<file path="src/rtl/stkptr_pkg.sv">
package stkptr_pkg;
  localparam int unsigned LANE_W = 16;

  typedef enum logic [1:0] {
    OP_PUSH   = 2'd0,
    OP_POP    = 2'd1,
    OP_POPREL = 2'd2,
    OP_POPALT = 2'd3
  } stk_op_e;

  typedef enum logic [1:0] {
    AW_16  = 2'd0,
    AW_32  = 2'd1,
    AW_64  = 2'd2,
    AW_64B = 2'd3
  } stk_aw_e;

  typedef enum logic [1:0] {
    OW_2  = 2'd0,
    OW_4  = 2'd1,
    OW_8  = 2'd2,
    OW_8B = 2'd3
  } stk_ow_e;
endpackage

</file>
<file path="src/rtl/stkptr_step.sv">
module stkptr_step
  import stkptr_pkg::*;
(
  input  logic [1:0] osize,
  input  logic [1:0] asize,
  input  logic       selpush,
  output logic [3:0] step_bytes
);
  logic [3:0] op_bytes;
  logic [3:0] slot_bytes;

  always_comb begin
    case (osize)
      OW_2:    op_bytes = 4'd2;
      OW_4:    op_bytes = 4'd4;
      default: op_bytes = 4'd8;
    endcase
    case (asize)
      AW_16:   slot_bytes = 4'd2;
      AW_32:   slot_bytes = 4'd4;
      default: slot_bytes = 4'd8;
    endcase
    step_bytes = selpush ? slot_bytes : op_bytes;
  end
endmodule

</file>
<file path="src/rtl/stkptr_lane_add.sv">
module stkptr_lane_add
  import stkptr_pkg::*;
#(
  parameter int unsigned ADDR_W = 64
) (
  input  logic [ADDR_W-1:0] cur,
  input  logic [ADDR_W-1:0] delta,
  input  logic [1:0]        asize,
  output logic [ADDR_W-1:0] nxt
);
  localparam int unsigned LANES = ADDR_W / LANE_W;

  logic [ADDR_W-1:0] sum;
  assign sum = cur + delta;

  for (genvar g = 0; g < LANES; g++) begin : g_lane
    if (g == 0) begin : g_low
      assign nxt[g*LANE_W +: LANE_W] = sum[g*LANE_W +: LANE_W];
    end else if (g == 1) begin : g_mid
      assign nxt[g*LANE_W +: LANE_W] = (asize == AW_16) ?
        cur[g*LANE_W +: LANE_W] : sum[g*LANE_W +: LANE_W];
    end else begin : g_high
      assign nxt[g*LANE_W +: LANE_W] = asize[1] ?
        sum[g*LANE_W +: LANE_W] : cur[g*LANE_W +: LANE_W];
    end
  end
endmodule

</file>
<file path="src/rtl/stkptr_ea.sv">
module stkptr_ea
  import stkptr_pkg::*;
#(
  parameter int unsigned ADDR_W = 64
) (
  input  logic [ADDR_W-1:0] base,
  input  logic [ADDR_W-1:0] ptr,
  input  logic [1:0]        asize,
  output logic [ADDR_W-1:0] ea
);
  localparam int unsigned LANES = ADDR_W / LANE_W;

  logic [ADDR_W-1:0] trunc;
  logic [ADDR_W-1:0] eff_base;

  for (genvar g = 0; g < LANES; g++) begin : g_lane
    if (g == 0) begin : g_low
      assign trunc[g*LANE_W +: LANE_W] = ptr[g*LANE_W +: LANE_W];
    end else if (g == 1) begin : g_mid
      assign trunc[g*LANE_W +: LANE_W] = (asize == AW_16) ?
        '0 : ptr[g*LANE_W +: LANE_W];
    end else begin : g_high
      assign trunc[g*LANE_W +: LANE_W] = asize[1] ?
        ptr[g*LANE_W +: LANE_W] : '0;
    end
  end

  assign eff_base = asize[1] ? '0 : base;
  assign ea       = eff_base + trunc;
endmodule

</file>
<file path="src/rtl/stkptr_unit.sv">
module stkptr_unit
  import stkptr_pkg::*;
#(
  parameter int unsigned     ADDR_W    = 64,
  parameter int unsigned     REL_W     = 16,
  parameter logic [ADDR_W-1:0] RESET_PTR = '0
) (
  input  logic              clk,
  input  logic              rst,
  input  logic              req_valid,
  input  logic [1:0]        req_op,
  input  logic [1:0]        req_osize,
  input  logic [1:0]        req_asize,
  input  logic              req_selpush,
  input  logic [REL_W-1:0]  req_rel,
  input  logic              load_en,
  input  logic [ADDR_W-1:0] load_val,
  input  logic [ADDR_W-1:0] seg_base,
  output logic              rsp_valid,
  output logic [ADDR_W-1:0] rsp_addr,
  output logic [ADDR_W-1:0] rsp_ptr
);
  localparam int unsigned STEP_W = 4;

  logic [ADDR_W-1:0] ptr_q;
  logic              rsp_valid_q;
  logic [ADDR_W-1:0] rsp_addr_q;

  logic [STEP_W-1:0] step_bytes;
  logic [ADDR_W-1:0] step_ext;
  logic [ADDR_W-1:0] rel_ext;
  logic [ADDR_W-1:0] delta;
  logic [ADDR_W-1:0] nxt_ptr;
  logic [ADDR_W-1:0] access_ptr;
  logic [ADDR_W-1:0] access_ea;
  logic              is_push;
  logic              is_rel;

  stkptr_step u_step (
    .osize      (req_osize),
    .asize      (req_asize),
    .selpush    (req_selpush),
    .step_bytes (step_bytes)
  );

  always_comb begin
    is_push    = (req_op == OP_PUSH);
    is_rel     = (req_op == OP_POPREL);
    step_ext   = {{(ADDR_W-STEP_W){1'b0}}, step_bytes};
    rel_ext    = is_rel ? {{(ADDR_W-REL_W){1'b0}}, req_rel} : '0;
    delta      = is_push ? (~step_ext + 1'b1) : (step_ext + rel_ext);
    access_ptr = is_push ? nxt_ptr : ptr_q;
  end

  stkptr_lane_add #(.ADDR_W(ADDR_W)) u_add (
    .cur   (ptr_q),
    .delta (delta),
    .asize (req_asize),
    .nxt   (nxt_ptr)
  );

  stkptr_ea #(.ADDR_W(ADDR_W)) u_ea (
    .base  (seg_base),
    .ptr   (access_ptr),
    .asize (req_asize),
    .ea    (access_ea)
  );

  always_ff @(posedge clk) begin
    if (rst) begin
      ptr_q       <= RESET_PTR;
      rsp_valid_q <= 1'b0;
      rsp_addr_q  <= '0;
    end else if (load_en) begin
      ptr_q       <= load_val;
      rsp_valid_q <= 1'b0;
    end else if (req_valid) begin
      ptr_q       <= nxt_ptr;
      rsp_valid_q <= 1'b1;
      rsp_addr_q  <= access_ea;
    end else begin
      rsp_valid_q <= 1'b0;
    end
  end

  assign rsp_valid = rsp_valid_q;
  assign rsp_addr  = rsp_addr_q;
  assign rsp_ptr   = ptr_q;
endmodule

</file>
<file path="config.mk">
export PLATFORM = sky130hd
export DESIGN_NAME = stkptr_unit
export DESIGN_NICKNAME = d
export VERILOG_FILES = /design/src/rtl/stkptr_pkg.sv /design/src/rtl/stkptr_step.sv /design/src/rtl/stkptr_lane_add.sv /design/src/rtl/stkptr_ea.sv /design/src/rtl/stkptr_unit.sv
export SDC_FILE = /design/constraint.sdc
export NUM_CORES = 1
export LEC_CHECK = 0
export ABC_AREA = 1
export BUFFER_PORTS_ARGS = -buffer_cell sky130_fd_sc_hd__buf_2
export CORE_MARGIN = 1
export CORE_UTILIZATION = 53
export CTS_CLUSTER_DIAMETER = 60
export DETAILED_ROUTE_END_ITERATION = 7
export GPL_TIMING_DRIVEN = 0
export PLACE_DENSITY = 0.79
export SYNTH_ARGS = -nofsm -noshare
export SYNTH_HDL_FRONTEND = slang
export SYNTH_SLANG_ARGS = --single-unit
</file>
<file path="constraint.sdc">
create_clock -name clk -period 6.55 [get_ports clk]
set_clock_uncertainty 0.05 [all_clocks]
set_input_delay 0.655 -clock clk [delete_from_list [all_inputs] [get_ports clk]]
set_output_delay 0.655 -clock clk [all_outputs]
set_load 0.005 [all_outputs]
</file>
**Yosys cells after proc, flatten, opt, wreduce, memory -nomap -nowiden**

Index checks and enable logic that the tools add are counted.
Widths: inputs -> output; s select.

- Register bits: 129
- Input port bits: 155
- Output and inout bits: 129
- Logic and storage cells: 34

- Add/sub/neg operators: 4
- Eq/ne operators: 3
- Multiplexer cells: 16
- Bitwise gates (word level): 2
- Reduce and logical (&&, ||, !) cells: 6

Operator list:

| kind | number |
|---|---|
| $mux 64 | 5 |
| $add 64x64->64 | 2 |
| $mux 16 | 7 |
| $add 64x1->64 const B | 1 |
| $not 4->64 | 1 |
| $add 4x16->17 | 1 |
| $pmux 4 s2 | 2 |
| $logic_not 2->1 | 3 |
| $eq 2x1->1 const B | 2 |
| $mux 4 | 1 |
| $eq 2x2->1 const B | 1 |
| $reduce_and 2->1 | 1 |
| $reduce_bool 2->1 | 1 |
| $reduce_or 2->1 | 1 |
| $mux 1 | 1 |
| $not 1->1 | 1 |

**Logic depth before layout (Yosys ltp)**

- Depth after elaboration: 11
- Gate-level depth with buffers: 51
- Gate-level depth less buffers: 49

**By module**

From an unflattened synthesis, not the netlist that was laid out.

- Cell total of the unflattened synthesis: 3655
- Area, all modules: 18368.9 µm²

By module, submodules not included:

| module | times used | cells each | area each (µm²) | sequential area each (µm²) |
|---|---|---|---|---|
| stkptr_unit | 1 | 1040 | 6626.4 | 2582.5 |
| stkptr_lane_add | 1 | 1384 | 6342.3 | 0.0 |
| stkptr_ea | 1 | 1218 | 5342.6 | 0.0 |
| stkptr_step | 1 | 13 | 57.6 | 0.0 |

**Least setup slack after synthesis**

OpenSTA, ideal clock, no wires.

- Path kind: input -> register
- From: input req_asize[1]
- To: register rsp_addr_q[50] (netlist: rsp_addr[50])
- Setup time: 0.115 ns
- Arrival time: 5.996 ns
- Required time: 6.385 ns
- Setup slack: 0.389 ns
- Cell stages on the path: 37
- Buffers on the path: 2
- Cells stage by stage: buf_4 or2_1 buf_4 o22ai_4 inv_2 ha_1 ha_1 nor2_1 inv_1 nand2_1 ha_1 a21oi_1 o21ai_1 nor2_1 o21ai_1 nand2_1 nand3_2 nand2_1 nand3_1 o21ai_0 a21oi_1 o21ai_0 inv_1 ha_1 nand2_1 nor2_1 inv_1 nor2_1 inv_1 nor3_1 nand3_1 nand3_1 a21oi_1 nand2_1 nand2_1 o21ai_0 inv_1

- Cells in the longest elaborated chain, start to end: 11
- Elaborated cells between the ends (all ways): 18
- Classes of those cells: add/sub: 4; eq/ne: 1; mux: 11; bitwise: 1; reduce/logical: 1

RTL lines:

| what | RTL line | text |
|---|---|---|
| start, declared | stkptr_unit.sv:13 | `input logic [1:0] req_asize,` |
| $eq 2x1->1 / $logic_not 2->1 (equally long branches) | stkptr_step.sv:18, stkptr_lane_add.sv:20, stkptr_ea.sv:20 |  |
| $pmux 4 s2 | stkptr_step.sv:18 | `case (asize)` |
| $mux 4 | stkptr_step.sv:23 | `step_bytes = selpush ? slot_bytes : op_bytes;` |
| $not 4->64 | stkptr_unit.sv:51 | `delta = is_push ? (~step_ext + 1'b1) : (step_ext + rel_ext);` |
| $add 64x1->64 | stkptr_unit.sv:51 |  |
| $mux 64 | stkptr_unit.sv:51 |  |
| $add 64x64->64 | stkptr_lane_add.sv:14 | `assign sum = cur + delta;` |
| $mux 16, on equally long branches | stkptr_lane_add.sv:20, stkptr_lane_add.sv:23 |  |
| $mux 64 | stkptr_unit.sv:52 | `access_ptr = is_push ? nxt_ptr : ptr_q;` |
| $mux 16, on equally long branches | stkptr_ea.sv:20, stkptr_ea.sv:23 |  |
| $add 64x64->64 (*) | stkptr_ea.sv:29 | `assign ea = eff_base + trunc;` |
| end signal, assigned | stkptr_unit.sv:80 | `rsp_addr_q <= access_ea;` |
| end, declared | stkptr_unit.sv:27 | `logic [ADDR_W-1:0] rsp_addr_q;` |

Mark *: on every way between the ends. The rest lies on a longest branch, timed or not.
A chain may end at the register's enable or synchronous reset.

**Worst setup path after layout**

- From: input req_op[0]
- To: register rsp_addr_q[62] (netlist: rsp_addr[62])

- Cells in the longest elaborated chain, start to end: 9
- Elaborated cells between the ends (all ways): 14
- Classes of those cells: add/sub: 3; eq/ne: 1; mux: 9; reduce/logical: 1

RTL lines:

| what | RTL line | text |
|---|---|---|
| start, declared | stkptr_unit.sv:11 | `input logic [1:0] req_op,` |
| $eq 2x2->1 | stkptr_unit.sv:48 | `is_rel = (req_op == OP_POPREL);` |
| $mux 16 | stkptr_unit.sv:50 | `rel_ext = is_rel ? {{(ADDR_W-REL_W){1'b0}}, req_rel} : '0;` |
| $add 4x16->17 | stkptr_unit.sv:51 |  |
| $mux 64 | stkptr_unit.sv:51 |  |
| $add 64x64->64 | stkptr_lane_add.sv:14 |  |
| $mux 16, on equally long branches | stkptr_lane_add.sv:20, stkptr_lane_add.sv:23 |  |
| $mux 64 (*) | stkptr_unit.sv:52 |  |
| $mux 16, on equally long branches | stkptr_ea.sv:20, stkptr_ea.sv:23 |  |
| $add 64x64->64 (*) | stkptr_ea.sv:29 |  |

Marked as above.

==> flow_metrics.env <==
export IMPL_clock_sinks=129
export IMPL_hold_start="rst"
export IMPL_area_growth_pct=19.79
export IMPL_synth_top_area_frac=0.1537
export IMPL_insertion_delay_ns=0.47
export IMPL_ys_seq_area_frac=0.1537
export IMPL_syn_inst=3030
export IMPL_syn_nets=3317
export IMPL_vias=22700
export IMPL_die_area_mm2=0.03242
export IMPL_hold_viol=0
export IMPL_wl_per_cell_um=20.87
export IMPL_fillCellCount=3021
export IMPL_route_detailed_drc=0
export IMPL_cts_tree="built"
export IMPL_fin_crit_ns=6.406
export IMPL_synth_avg_cell_area_um2=5.545
export IMPL_post_route_cell_area_mm2=0.02013
export IMPL_ys_async_sr_fraction=0
export IMPL_cts_buffers=17
export IMPL_synth_edf_count=0
export IMPL_dp_cells=3708
export IMPL_placed_area_mm2=0.01872
export IMPL_track_usage=0.4712
export IMPL_syn_cell_area_mm2=0.01680
export IMPL_place_gp_congestion=1.094
export IMPL_r2r_setup_slack_ns=1.69
export IMPL_synthFlopType="dfxtp_1"
export IMPL_fin_crit_sh=0.9780
export IMPL_whs_ns=0.3935
export IMPL_final_cells=3755
export IMPL_p_per_area_mw_per_mm2=166.3
export IMPL_dp_slack_ns=-1.064
export IMPL_drive_gt1_frac=0.1481
export IMPL_path_class="input pin to flip-flop"
export IMPL_relSlewSlack=0.1691
export IMPL_holdCritPathClass="input pin to flip-flop"
export IMPL_min_to="rsp_valid$_SDFF_PP0_"
export IMPL_synth_area_leader_cell="dfxtp_1"
export IMPL_max_stage_delay_ns=0.51
export IMPL_die_width_um=180.0
export IMPL_fin_ws_ns=0.1443
export IMPL_yosys_top_cells_area="dfxtp_1 15%, nand2_1 14%, nor2_1 12%"
export IMPL_htreeDepth=4
export IMPL_slowest_stage="clkbuf_1"
export IMPL_dp_hpwl_um=62970
export IMPL_path_max_fanout=10
export IMPL_cts_max_path_buffers=2
export IMPL_tightestPinTransition_ns=1.242
export IMPL_worst_r2r_cell_count=28
export IMPL_grt_pass1_wl_um=116800
export IMPL_yosysWarnings=0
export IMPL_grt_max_degree=33
export IMPL_viasPerCell=6.046
export IMPL_status="finished, final reports clean"
export IMPL_grt_antenna_before_repair=4
export IMPL_required_ns=6.87
export IMPL_synth_most_common_cell="nand2_1"
export IMPL_setup_viol=0
export IMPL_drt_initial_drc_count=2987
export IMPL_synth_seq_cells=129
export IMPL_ant_nets=0
export IMPL_p_total_mw=3.347
export IMPL_cp_end_kind="flip-flop"
export IMPL_grt_pass1_vias=20840
export IMPL_cts_root_buf="clkbuf_16"
export IMPL_portBuffers=282
export IMPL_core_mm2=0.03091
export IMPL_num_io_pins=284
export IMPL_drt_pass1_iter_count=7
export IMPL_die_y_um=180.0
export IMPL_yosysUniqueCellTypes=52
export IMPL_r2r_start="rsp_ptr[21]$_SDFFE_PP0P_"
export IMPL_rows=64
export IMPL_fmax_ghz=0.1561
export IMPL_path_clk_slew_ns=0.07
export IMPL_routed_wl_um=78380
export IMPL_rr_endpoint="rsp_addr[62]$_SDFFE_PP0P_"
export IMPL_initial_core_util=0.5436
export IMPL_rsz0062_at_grt="yes"
export IMPL_drv_slew=0
export IMPL_final_nets=3629
export IMPL_gr_total_overflow=0
export IMPL_cp_data_arrival_time_ns=6.72
export IMPL_worst_setup_path_start_kind="input pin"
export IMPL_ir_drop_mv=0.1941
export IMPL_ys_top_cells_by_count="620 x nand2_1, 535 x nor2_1, 519 x inv_1"
export IMPL_drv_cap=0
export IMPL_whs_path_depth=2
export IMPL_p_leak_nw=10.22
[where the power goes]
part / internal (mW) / total (mW) / switching, mW
Combinational: 0.454 / 1.35 / 0.892
Sequential: 0.844 / 0.924 / 0.0802
Clock: 0.611 / 1.08 / 0.466
[cell families (layout without fill, tap and decap cells)]
group                    after synthesis  after routing  share of synthesized area
XOR/XNOR                              52             52                    0.02711
other                                  0              4                          0
adder cells (fa/ha/maj)              132            132                    0.09920
AND/OR/NAND/NOR                     1452           1453                     0.3540
buffers and inverters                608            932                     0.1368
flip-flops                           129            129                     0.1537
AO/OA/AOI/OAI                        657            657                     0.2292
[critical path, delay by kind of cell]
kind | cells | cell delay [ns]
AOI/OAI and AO/OA | 6 | 1.07
buffers and inverters | 9 | 1.94
and+or+nand+nor | 18 | 2.21
adders and majority gates | 2 | 0.82
[layout by cell type, fill, tap and decap left out, types with 33 or more instances in the layout]
cell,n
a21oi_1,211
a22oi_1,56
buf_2,283
clkbuf_1,65
dfxtp_1,129
ha_1,107
inv_1,519
nand2_1,602
nand3_1,202
nor2_1,503
o211ai_1,46
o21ai_0,159
o21ai_1,33
xor2_1,38
[sequential cells by signal, indices dropped and copies added, names as in the netlist]
name       flops
rsp_ptr       64
rsp_valid      1
rsp_addr      64
[worst max-delay path by stage]
| stage | slack, ns | startpoint | depth (start not counted) | to |
|---|---|---|---|---|
| global placement | -2.43 | req_asize[1] | 36 | rsp_addr[50]$_SDFFE_PP0P_ |
| global route | -0.12 | req_asize[1] | 47 | rsp_addr[50]$_SDFFE_PP0P_ |
| CTS | 0.009 | req_asize[1] | 46 | rsp_addr[52]$_SDFFE_PP0P_ |
| detailed placement | -1.06 | req_asize[1] | 36 | rsp_addr[50]$_SDFFE_PP0P_ |
| finish | 0.14 | req_op[0] | 35 | rsp_addr[62]$_SDFFE_PP0P_ |
| floorplan | 0.39 | req_asize[1] | 37 | rsp_addr[50]$_SDFFE_PP0P_ |
[stage by stage]
stage / utilization / setup TNS [ns]
after detailed placement: 0.6055 / -31.07
after CTS: 0.6267 / 0
after floorplan: - / 0
final: 0.6511 / 0
after global routing: 0.6511 / -1.375
after global placement: 0.6052 / -108.98
[repair_timing]
item                                    CTS  global route
resized for setup                         8           197
cloned                                    1             0
pin swaps                                 1            15
setup buffers                             1             9
endpoints found under the setup margin   36            43
hold buffers                              0             0
[cell type report]
| cell class | instances | area (µm²) | share of cell area |
|---|---|---|---|
| well taps | 396 | 495.5 | 0.02462 |
| flip-flops and latches | 129 | 2582 | 0.1283 |
| diodes | 4 | 10.01 | 0.0004974 |
| inverters | 523 | 1963 | 0.09754 |
| clock inverters | 15 | 193.9 | 0.009636 |
| clock buffers | 17 | 425.4 | 0.02114 |
| plain buffers | 85 | 346.6 | 0.01722 |
| multi-input cells | 2294 | 12620 | 0.6272 |
| repair buffers | 292 | 1486 | 0.07386 |
[layer usage]
layer,part of all wire,global-route usage
met5,0.00041,0.01037
met4,0.076,0.3258
met3,0.13,0.1479
met2,0.42,0.7146
met1,0.38,0.5676
Note: power is estimated with default switching activity, not from simulation.
